<file path="config.mk">
export PLATFORM = sky130hd
export DESIGN_NAME = vpat_line_seq
export DESIGN_NICKNAME = d
export VERILOG_FILES = /design/src/rtl/vpat_line_seq.sv
export SDC_FILE = /design/constraint.sdc
export NUM_CORES = 1
export LEC_CHECK = 0
export BUFFER_PORTS_ARGS = -buffer_cell sky130_fd_sc_hd__buf_2
export CORE_MARGIN = 2
export CORE_UTILIZATION = 30
export CTS_BUF_LIST = sky130_fd_sc_hd__clkbuf_16
export DETAILED_ROUTE_END_ITERATION = 16
export SLEW_MARGIN = 20
export SYNTH_ARGS = -nofsm -noshare
export SYNTH_HDL_FRONTEND = slang
export SYNTH_SLANG_ARGS = --single-unit
</file>
<file path="constraint.sdc">
create_clock -name clk -period 4.1 [get_ports clk]
set_input_delay 0.205 -clock clk [delete_from_list [all_inputs] [get_ports clk]]
set_output_delay 0.205 -clock clk [all_outputs]
set_load 0.01 [all_outputs]
</file>
<file path="src/rtl/vpat_line_seq.sv">
module vpat_line_seq #(
  parameter int N_OUT = 8,
  parameter int N_PAT = 4,
  parameter int PIX_W = 10,
  parameter int REP_W = 4
) (
  input  logic                     clk,
  input  logic                     rst_n,
  input  logic                     field_start,
  input  logic                     line_start,
  input  logic [PIX_W-1:0]         pix,
  input  logic                     sg_line,
  input  logic [$clog2(N_PAT)-1:0] sel_first,
  input  logic [$clog2(N_PAT)-1:0] sel_second,
  input  logic [REP_W-1:0]         rep_odd,
  input  logic [REP_W-1:0]         rep_even,
  input  logic                     cfg_we,
  input  logic [$clog2(N_PAT)-1:0] cfg_pat,
  input  logic [$clog2(2*N_OUT+2)-1:0] cfg_idx,
  input  logic [PIX_W-1:0]         cfg_data,
  output logic [N_OUT-1:0]         vout,
  output logic                     line_odd
);
  localparam int SEL_W   = $clog2(N_PAT);
  localparam int IDX_W   = $clog2(2*N_OUT+2);
  localparam int TI_W    = $clog2(2*N_OUT);
  localparam int POL_IDX = 2*N_OUT;
  localparam int LEN_IDX = 2*N_OUT+1;

  typedef enum logic [1:0] {PH_FIRST, PH_WAIT, PH_SECOND} phase_t;

  logic [PIX_W-1:0] tog  [N_PAT][2*N_OUT];
  logic [N_OUT-1:0] pol  [N_PAT];
  logic [PIX_W-1:0] plen [N_PAT];

  phase_t           phase;
  logic [SEL_W-1:0] cur_a, cur_b;
  logic             cur_sg, next_odd;
  logic [REP_W-1:0] reps_left;
  logic [PIX_W-1:0] pos;

  logic [SEL_W-1:0] act;
  logic [PIX_W:0]   pos_n;
  logic [N_OUT-1:0] hit;
  logic             odd_now, wrap;
  logic [REP_W-1:0] rep_now;

  assign act     = (phase == PH_SECOND) ? cur_b : cur_a;
  assign pos_n   = {1'b0, pos} + 1'b1;
  assign wrap    = pos_n >= {1'b0, plen[cur_a]};
  assign odd_now = field_start | next_odd;
  assign rep_now = odd_now ? rep_odd : rep_even;

  for (genvar j = 0; j < N_OUT; j++) begin : g_hit
    assign hit[j] = (pos_n == {1'b0, tog[act][2*j]}) ^ (pos_n == {1'b0, tog[act][2*j+1]});
  end

  always_ff @(posedge clk or negedge rst_n) begin
    if (!rst_n) begin
      for (int p = 0; p < N_PAT; p++) begin
        pol[p]  <= '0;
        plen[p] <= '0;
        for (int i = 0; i < 2*N_OUT; i++) tog[p][i] <= '0;
      end
    end else if (cfg_we) begin
      if (cfg_idx < IDX_W'(POL_IDX)) tog[cfg_pat][cfg_idx[TI_W-1:0]] <= cfg_data;
      else if (cfg_idx == IDX_W'(POL_IDX)) pol[cfg_pat] <= cfg_data[N_OUT-1:0];
      else if (cfg_idx == IDX_W'(LEN_IDX)) plen[cfg_pat] <= cfg_data;
    end
  end

  always_ff @(posedge clk or negedge rst_n) begin
    if (!rst_n) begin
      next_odd <= 1'b1;
      line_odd <= 1'b1;
    end else if (line_start) begin
      line_odd <= odd_now;
      next_odd <= ~odd_now;
    end else if (field_start) begin
      next_odd <= 1'b1;
    end
  end

  always_ff @(posedge clk or negedge rst_n) begin
    if (!rst_n) begin
      phase     <= PH_WAIT;
      cur_a     <= '0;
      cur_b     <= '0;
      cur_sg    <= 1'b0;
      reps_left <= '0;
      pos       <= '0;
      vout      <= '0;
    end else if (line_start) begin
      cur_a     <= sel_first;
      cur_b     <= sel_second;
      cur_sg    <= sg_line;
      reps_left <= rep_now;
      pos       <= '0;
      vout      <= pol[sel_first];
      phase     <= (rep_now != '0) ? PH_FIRST : PH_WAIT;
    end else begin
      case (phase)
        PH_FIRST: begin
          if (wrap) begin
            pos       <= '0;
            vout      <= pol[cur_a];
            reps_left <= reps_left - 1'b1;
            if (reps_left == REP_W'(1)) phase <= PH_WAIT;
          end else begin
            pos  <= pos_n[PIX_W-1:0];
            vout <= vout ^ hit;
          end
        end
        PH_WAIT: begin
          if (cur_sg && pix >= plen[cur_b]) begin
            phase <= PH_SECOND;
            pos   <= '0;
            vout  <= pol[cur_b];
          end
        end
        default: begin
          if (!(&pos)) begin
            pos  <= pos_n[PIX_W-1:0];
            vout <= vout ^ hit;
          end
        end
      endcase
    end
  end

  assert_field_odd_R3: assert property (@(posedge clk) disable iff (!rst_n)
    (field_start && line_start) |=> line_odd);
  assert_live_count_R4: assert property (@(posedge clk) disable iff (!rst_n)
    (phase == PH_FIRST) |-> (reps_left != '0));
  assert_hold_after_R4: assert property (@(posedge clk) disable iff (!rst_n)
    (phase == PH_WAIT && !cur_sg && !line_start) |=> $stable(vout));
  assert_zero_skip_R5: assert property (@(posedge clk) disable iff (!rst_n)
    (line_start && rep_now == '0) |=> (phase != PH_FIRST));
  assert_second_gate_R6: assert property (@(posedge clk) disable iff (!rst_n)
    (phase == PH_WAIT && !line_start && !cur_sg) |=> (phase == PH_WAIT));
  assert_second_once_R7: assert property (@(posedge clk) disable iff (!rst_n)
    (phase == PH_SECOND && !line_start) |=> (phase == PH_SECOND));
endmodule

</file>
==> results of run 1 <==
-- worst max-delay path: stages, from the launching register on --
cell,delay (ns)
dfstp_2,0.62
nand2b_4,0.21
mux2i_4,0.29
buf_4,0.27
buf_4,0.26
buf_4,0.23
mux4_2,0.52
xnor2_1,0.14
nor4_1,0.31
nand3_1,0.19
xnor2_2,0.33
buf_4,0.18
a32oi_1,0.10
a2bb2oi_2,0.14
-- report_power, final --
group	internal, uW	total (uW)	leakage (uW)	switching [uW]
sequential	7990	8390	0.0101	406
combinational	1840	3870	0.00757	2020
clock	4180	7220	0.00134	3040
-- worst paths after layout --
kind | startpoint | end | slack [ns] | depth (start not counted)
setup / recovery | phase[0]$_DFFE_PN1P_ | vout[7]$_DFFE_PN0P_ | 0.16 | 13
hold / removal | sel_first[1] | cur_a[1]$_DFFE_PN0P_ | 0.11 | 2
setup reg to reg | phase[0]$_DFFE_PN1P_ | vout[7]$_DFFE_PN0P_ | 0.16 | 13
hold reg to reg | tog[490]$_DFFE_PN0P_ | tog[490]$_DFFE_PN0P_ | 0.50 | 1
max in group asynchronous | rst_n | tog[256]$_DFFE_PN0P_ | 2.66 | 4
min in group asynchronous | rst_n | tog[465]$_DFFE_PN0P_ | 0.22 | 2
-- final cells by class --
class,instances,area share (%)
inverters,32,0.290
well taps,1612,4.87
repair buffers,160,3.08
diodes,2,0.0121
multi-input cells,1489,40.5
clock buffers,85,5.14
flip-flops and latches,743,44.9
clock inverters,65,1.14
-- Yosys cell counts, types with 3 or more instances --
cell type / count
a21o_1: 6
dfstp_2: 3
xor2_1: 60
a22o_1: 7
nand4_1: 16
nor3_1: 29
o21a_1: 3
dfrtp_1: 740
nand2b_1: 15
buf_1: 19
or2_2: 8
mux2_2: 719
o21ai_0: 17
inv_1: 31
mux4_2: 197
ha_1: 20
a211oi_1: 4
nand3_1: 22
o2bb2ai_1: 3
nor4_1: 21
nor2_1: 51
nand2_1: 71
a21oi_1: 18
xnor2_1: 113
o211ai_1: 3
nor2b_1: 5
clkbuf_1: 104
and2_1: 5
buf_2: 25
a211o_1: 3
mux2i_1: 28
buf_4: 13
buf_6: 7
-- routing by layer --
metal,up-vias,global-route usage (%),part of all wire (%)
li1,9129,-,-
met1,11349,21.3,46
met2,452,24.2,47
met3,128,2.41,5.0
met4,4,4.48,2.4
met5,-,0,0.023
-- flip-flops by register name, indices dropped and copies added, names as in the netlist --
register,flops
tog,640
plen,40
pol,32
pos,10
vout,8
reps_left,4
cur_a,2
cur_b,2
phase,2
cur_sg,1
line_odd,1
next_odd,1
-- kinds of logic (layout without fill, tap and decap cells) --
group | Yosys count | in the layout | synth area share, %
other cells | 0 | 2 | 0
buf+inv | 200 | 342 | 2.44
simple gates | 254 | 254 | 3.47
xor+xnor | 179 | 179 | 4.56
fa+ha+maj | 21 | 21 | 0.720
flops | 743 | 743 | 51.5
mux | 945 | 945 | 35.5
compound gates | 90 | 90 | 1.84
-- through the flow --
stage                     util, %  std cells  hold WS (ns)  instance area [sq um]  power (uW)
after floorplan                 -       2432       -0.0906                  36100       11000
after global placement       32.3       4021         0.301                  38600       12300
after detailed placement     32.3       4021         0.304                  38600       12400
after CTS                    34.5       4184        0.0701                  41300       19700
after global routing         34.6       4186        0.0903                  41400       20300
final                        34.6       4188         0.107                  41400       19500
-- timing repair --
action,in CTS,in global routing
hold endpoints to repair,84,0
setup endpoints to repair,0,2
hold buffers,13,0
buffers inserted,0,1
resized for setup,0,3
==> impl_metrics.env, run 1 <==
export IMPL_outcome="finished clean"
export IMPL_synth_top_area_share_pct=51.2
export IMPL_layout_commonest_cell="dfrtp_1"
export IMPL_fin_skew_ns=0.0303
export IMPL_ys_types=70
export IMPL_finalCriticalPeriod_ns=3.94
export IMPL_worstSetupStartpointType="flip-flop"
export IMPL_core_area_sq_um=120000
export IMPL_clk_latency_ns=0.63
export IMPL_synth_area_leaders="dfrtp_1, mux2_2, mux4_2"
export IMPL_finalSetupTns_ns=0
export IMPL_cts_buffer_depth=3
export IMPL_synthesis_nets=2497
export IMPL_yosys_area_top_type="dfrtp_1"
export IMPL_port_buffers=53
export IMPL_start_util_pct=30.2
export IMPL_dieWidth_um=351
export IMPL_dp_slack_ns=0.0666
export IMPL_crit_arrival_ns=4.46
export IMPL_slew_headroom_pct=28.0
export IMPL_place_hpwl_mm=56.3
export IMPL_ir_drop_v=0.000364
export IMPL_place_congestion=0.808
export IMPL_gr_total_overflow=0
export IMPL_finalHoldViolCount=0
export IMPL_path_max_fanout=8
export IMPL_end_kind="flip-flop"
export IMPL_grt_usage_pct=15.2
export IMPL_fin_crit_sh_pct=96.0
export IMPL_hold_path_class="in -> reg"
export IMPL_wirelength_mm=93.2
export IMPL_final_setup_worst_slack_ns=0.163
export IMPL_first_pass_iters=5
export IMPL_rsz0062_at_grt="false"
export IMPL_synth_flop_cell="dfrtp_1"
export IMPL_tightest_slew_ns=1.08
export IMPL_die_h_um=351
export IMPL_clkSinkCount=743
export IMPL_mostFrequentLayoutCells="dfrtp_1, mux2_2, mux4_2, xnor2_1, clkbuf_16"
export IMPL_yosysWarnings=0
export IMPL_wire_per_inst_um=22.3
export IMPL_grt_pass1_wl_mm=142
export IMPL_clkSlewWorstSetupHoldPaths_ns=0.06
export IMPL_synthArstFlopShare_pct=100
export IMPL_register_area_sq_um=18600
export IMPL_cts_max_level=3
export IMPL_final_layout_size_suffix_gt1_share_pct=47.3
export IMPL_ant_nets=0
export IMPL_dieArea_sq_um=123000
export IMPL_power_density_nw_per_um2=471
export IMPL_synth_edf_count=0
export IMPL_drt_initial_drc_count=1318
export IMPL_drc_errors=0
export IMPL_slew_violations=0
export IMPL_netlist_area_sq_um=36100
export IMPL_cts_inserted_buffers=81
export IMPL_fmax_mhz=254
export IMPL_nets=2572
export IMPL_fp_row_count=127
export IMPL_area_growth_pct=14.5
export IMPL_synthCells=2432
export IMPL_vias=21062
export IMPL_syn_avg_cell_area_sq_um=14.9
export IMPL_grt_pass1_vias=21688
export IMPL_p_leak_uw=0.0190
export IMPL_fill_cells=11571
export IMPL_required_ns=4.62
export IMPL_multiInputGateArea_sq_um=16800
export IMPL_root_buffer="clkbuf_16"
export IMPL_antenna_found_initial=4
export IMPL_cts_tree="yes"
export IMPL_critical_path_class="reg -> reg"
export IMPL_setup_viol=0
export IMPL_synth_seq_cells=743
export IMPL_grt_max_degree=127
export IMPL_maxCapViolCount=0
export IMPL_via_per_inst=5.03
export IMPL_num_io_pins=54
export IMPL_synth_seq_area_share_pct=51.5
Power figures use the tool's default switching activity.
==> inputs of run 2 (changes only) <==
Clock period 4.1 ns to 4.73 ns, I/O delays scaled along.
==> impl_metrics.env, run 2 (synthesis results as in run 1) <==
export IMPL_critical_path_class="reg -> reg"
export IMPL_fin_crit_sh_pct=85.2
export IMPL_finalHoldViolCount=0
export IMPL_cts_max_level=3
export IMPL_grt_pass1_wl_mm=143
export IMPL_drt_initial_drc_count=1429
export IMPL_setup_viol=0
export IMPL_largest_register="tog"
export IMPL_tightest_slew_ns=1.13
export IMPL_place_congestion=0.803
export IMPL_cts_resized=0
export IMPL_first_pass_iters=5
export IMPL_final_core_util_pct=34.3
export IMPL_num_io_pins=54
export IMPL_wire_per_inst_um=22.3
export IMPL_area_growth_pct=13.5
export IMPL_cts_tree="yes"
export IMPL_layout_commonest_cell="dfrtp_1"
export IMPL_outcome="finished clean"
export IMPL_clkSinkCount=743
export IMPL_via_per_inst=5.06
export IMPL_place_hpwl_mm=54.5
export IMPL_drc_errors=0
export IMPL_final_layout_size_suffix_gt1_share_pct=46.8
export IMPL_clk_latency_ns=0.63
export IMPL_grt_pass1_vias=22198
export IMPL_path_max_fanout=35
export IMPL_p_total_uw=16600
export IMPL_worstSetupStartpointType="flip-flop"
export IMPL_fp_row_count=127
export IMPL_ant_nets=0
export IMPL_end_kind="flip-flop"
export IMPL_p_leak_uw=0.0187
export IMPL_hold_slack_ns=0.0230
export IMPL_fmax_mhz=248
export IMPL_finalSetupTns_ns=0
export IMPL_dieWidth_um=351
export IMPL_grt_usage_pct=15.2
export IMPL_cts_buffer_depth=3
export IMPL_ctsHoldBuffers=10
export IMPL_nets=2537
export IMPL_finalCriticalPeriod_ns=4.03
export IMPL_crit_arrival_ns=4.55
export IMPL_start_util_pct=30.2
export IMPL_core_area_sq_um=120000
export IMPL_mostFrequentLayoutCells="dfrtp_1, mux2_2, mux4_2, xnor2_1, clkbuf_16"
export IMPL_maxCapViolCount=0
export IMPL_dieArea_sq_um=123000
export IMPL_gr_total_overflow=0
export IMPL_port_buffers=53
export IMPL_cts_inserted_buffers=79
export IMPL_reg_top3="tog x640, plen x40, pol x32"
export IMPL_grt_max_degree=135
export IMPL_slew_headroom_pct=24.6
export IMPL_power_density_nw_per_um2=404
export IMPL_largest_reg_flops=640
export IMPL_required_ns=5.25
export IMPL_antenna_cells=0
export IMPL_post_cts_setup_buffer_count=0
export IMPL_root_buffer="clkbuf_16"
export IMPL_hold_path_class="in -> reg"
export IMPL_vias=20970
export IMPL_antenna_found_initial=2
export IMPL_rsz0062_at_grt="false"
export IMPL_fin_skew_ns=0.0112
export IMPL_fill_cells=11602
export IMPL_die_h_um=351
export IMPL_ir_drop_v=0.000195
export IMPL_wirelength_mm=92.3
export IMPL_slew_violations=0
export IMPL_clkSlewWorstSetupHoldPaths_ns=0.06
## run 2: worst paths after layout
path | startpoint | endpoint | cells after the start | slack (ns)
setup / recovery | phase[0]$_DFFE_PN1P_ | vout[0]$_DFFE_PN0P_ | 10 | 0.70
hold / removal | rep_odd[2] | reps_left[2]$_DFFE_PN0P_ | 3 | 0.02
setup reg to reg | phase[0]$_DFFE_PN1P_ | vout[0]$_DFFE_PN0P_ | 10 | 0.70
hold reg to reg | tog[553]$_DFFE_PN0P_ | tog[553]$_DFFE_PN0P_ | 1 | 0.50
max in group asynchronous | rst_n | tog[448]$_DFFE_PN0P_ | 3 | 3.30
min in group asynchronous | rst_n | tog[307]$_DFFE_PN0P_ | 2 | 0.18
## run 2: cell type report
class | count | area (sq um) | area share, %
clock inverter | 61 | 377 | 0.919
inverter | 32 | 120 | 0.293
sequential | 743 | 18600 | 45.4
multi-input combinational | 1489 | 16800 | 40.9
timing repair buffer | 127 | 1030 | 2.51
tap | 1612 | 2020 | 4.92
clock buffer | 83 | 2080 | 5.07
## run 2: layer usage
metal	share of wire [%]	GRT usage, %	vias to the layer above
met5	0.014	0	-
met4	2.0	4.16	2
met3	4.1	1.99	111
met2	47	24.8	398
met1	46	21.2	11408
li1	-	-	9051
## run 2: stage by stage
| stage | worst slack, ns | instances | instance area, sq um |
|---|---|---|---|
| after global placement | 0.730 | 3993 | 38400 |
| final | 0.702 | 4147 | 41000 |
| after detailed placement | 0.723 | 3993 | 38400 |
| after global routing | 0.442 | 4147 | 41000 |
| after CTS | 0.694 | 4147 | 41000 |
| after floorplan | 0.709 | 2432 | 36100 |
## run 2: report_power, final
part           internal (uW)  switching [uW]  leakage (uW)
Clock                   3380            2610       0.00126
Combinational           1550            1780       0.00741
Sequential              6920             329        0.0101
## run 2: critical path, stage by stage (launching register included)
cell	delay [ns]
dfstp_2	0.63
nand2b_4	0.21
mux2i_4	0.47
buf_12	0.35
mux4_2	0.56
xnor2_1	0.14
nor4_1	0.43
nand3_1	0.27
xor2_1	0.44
a32oi_1	0.17
o22a_1	0.21
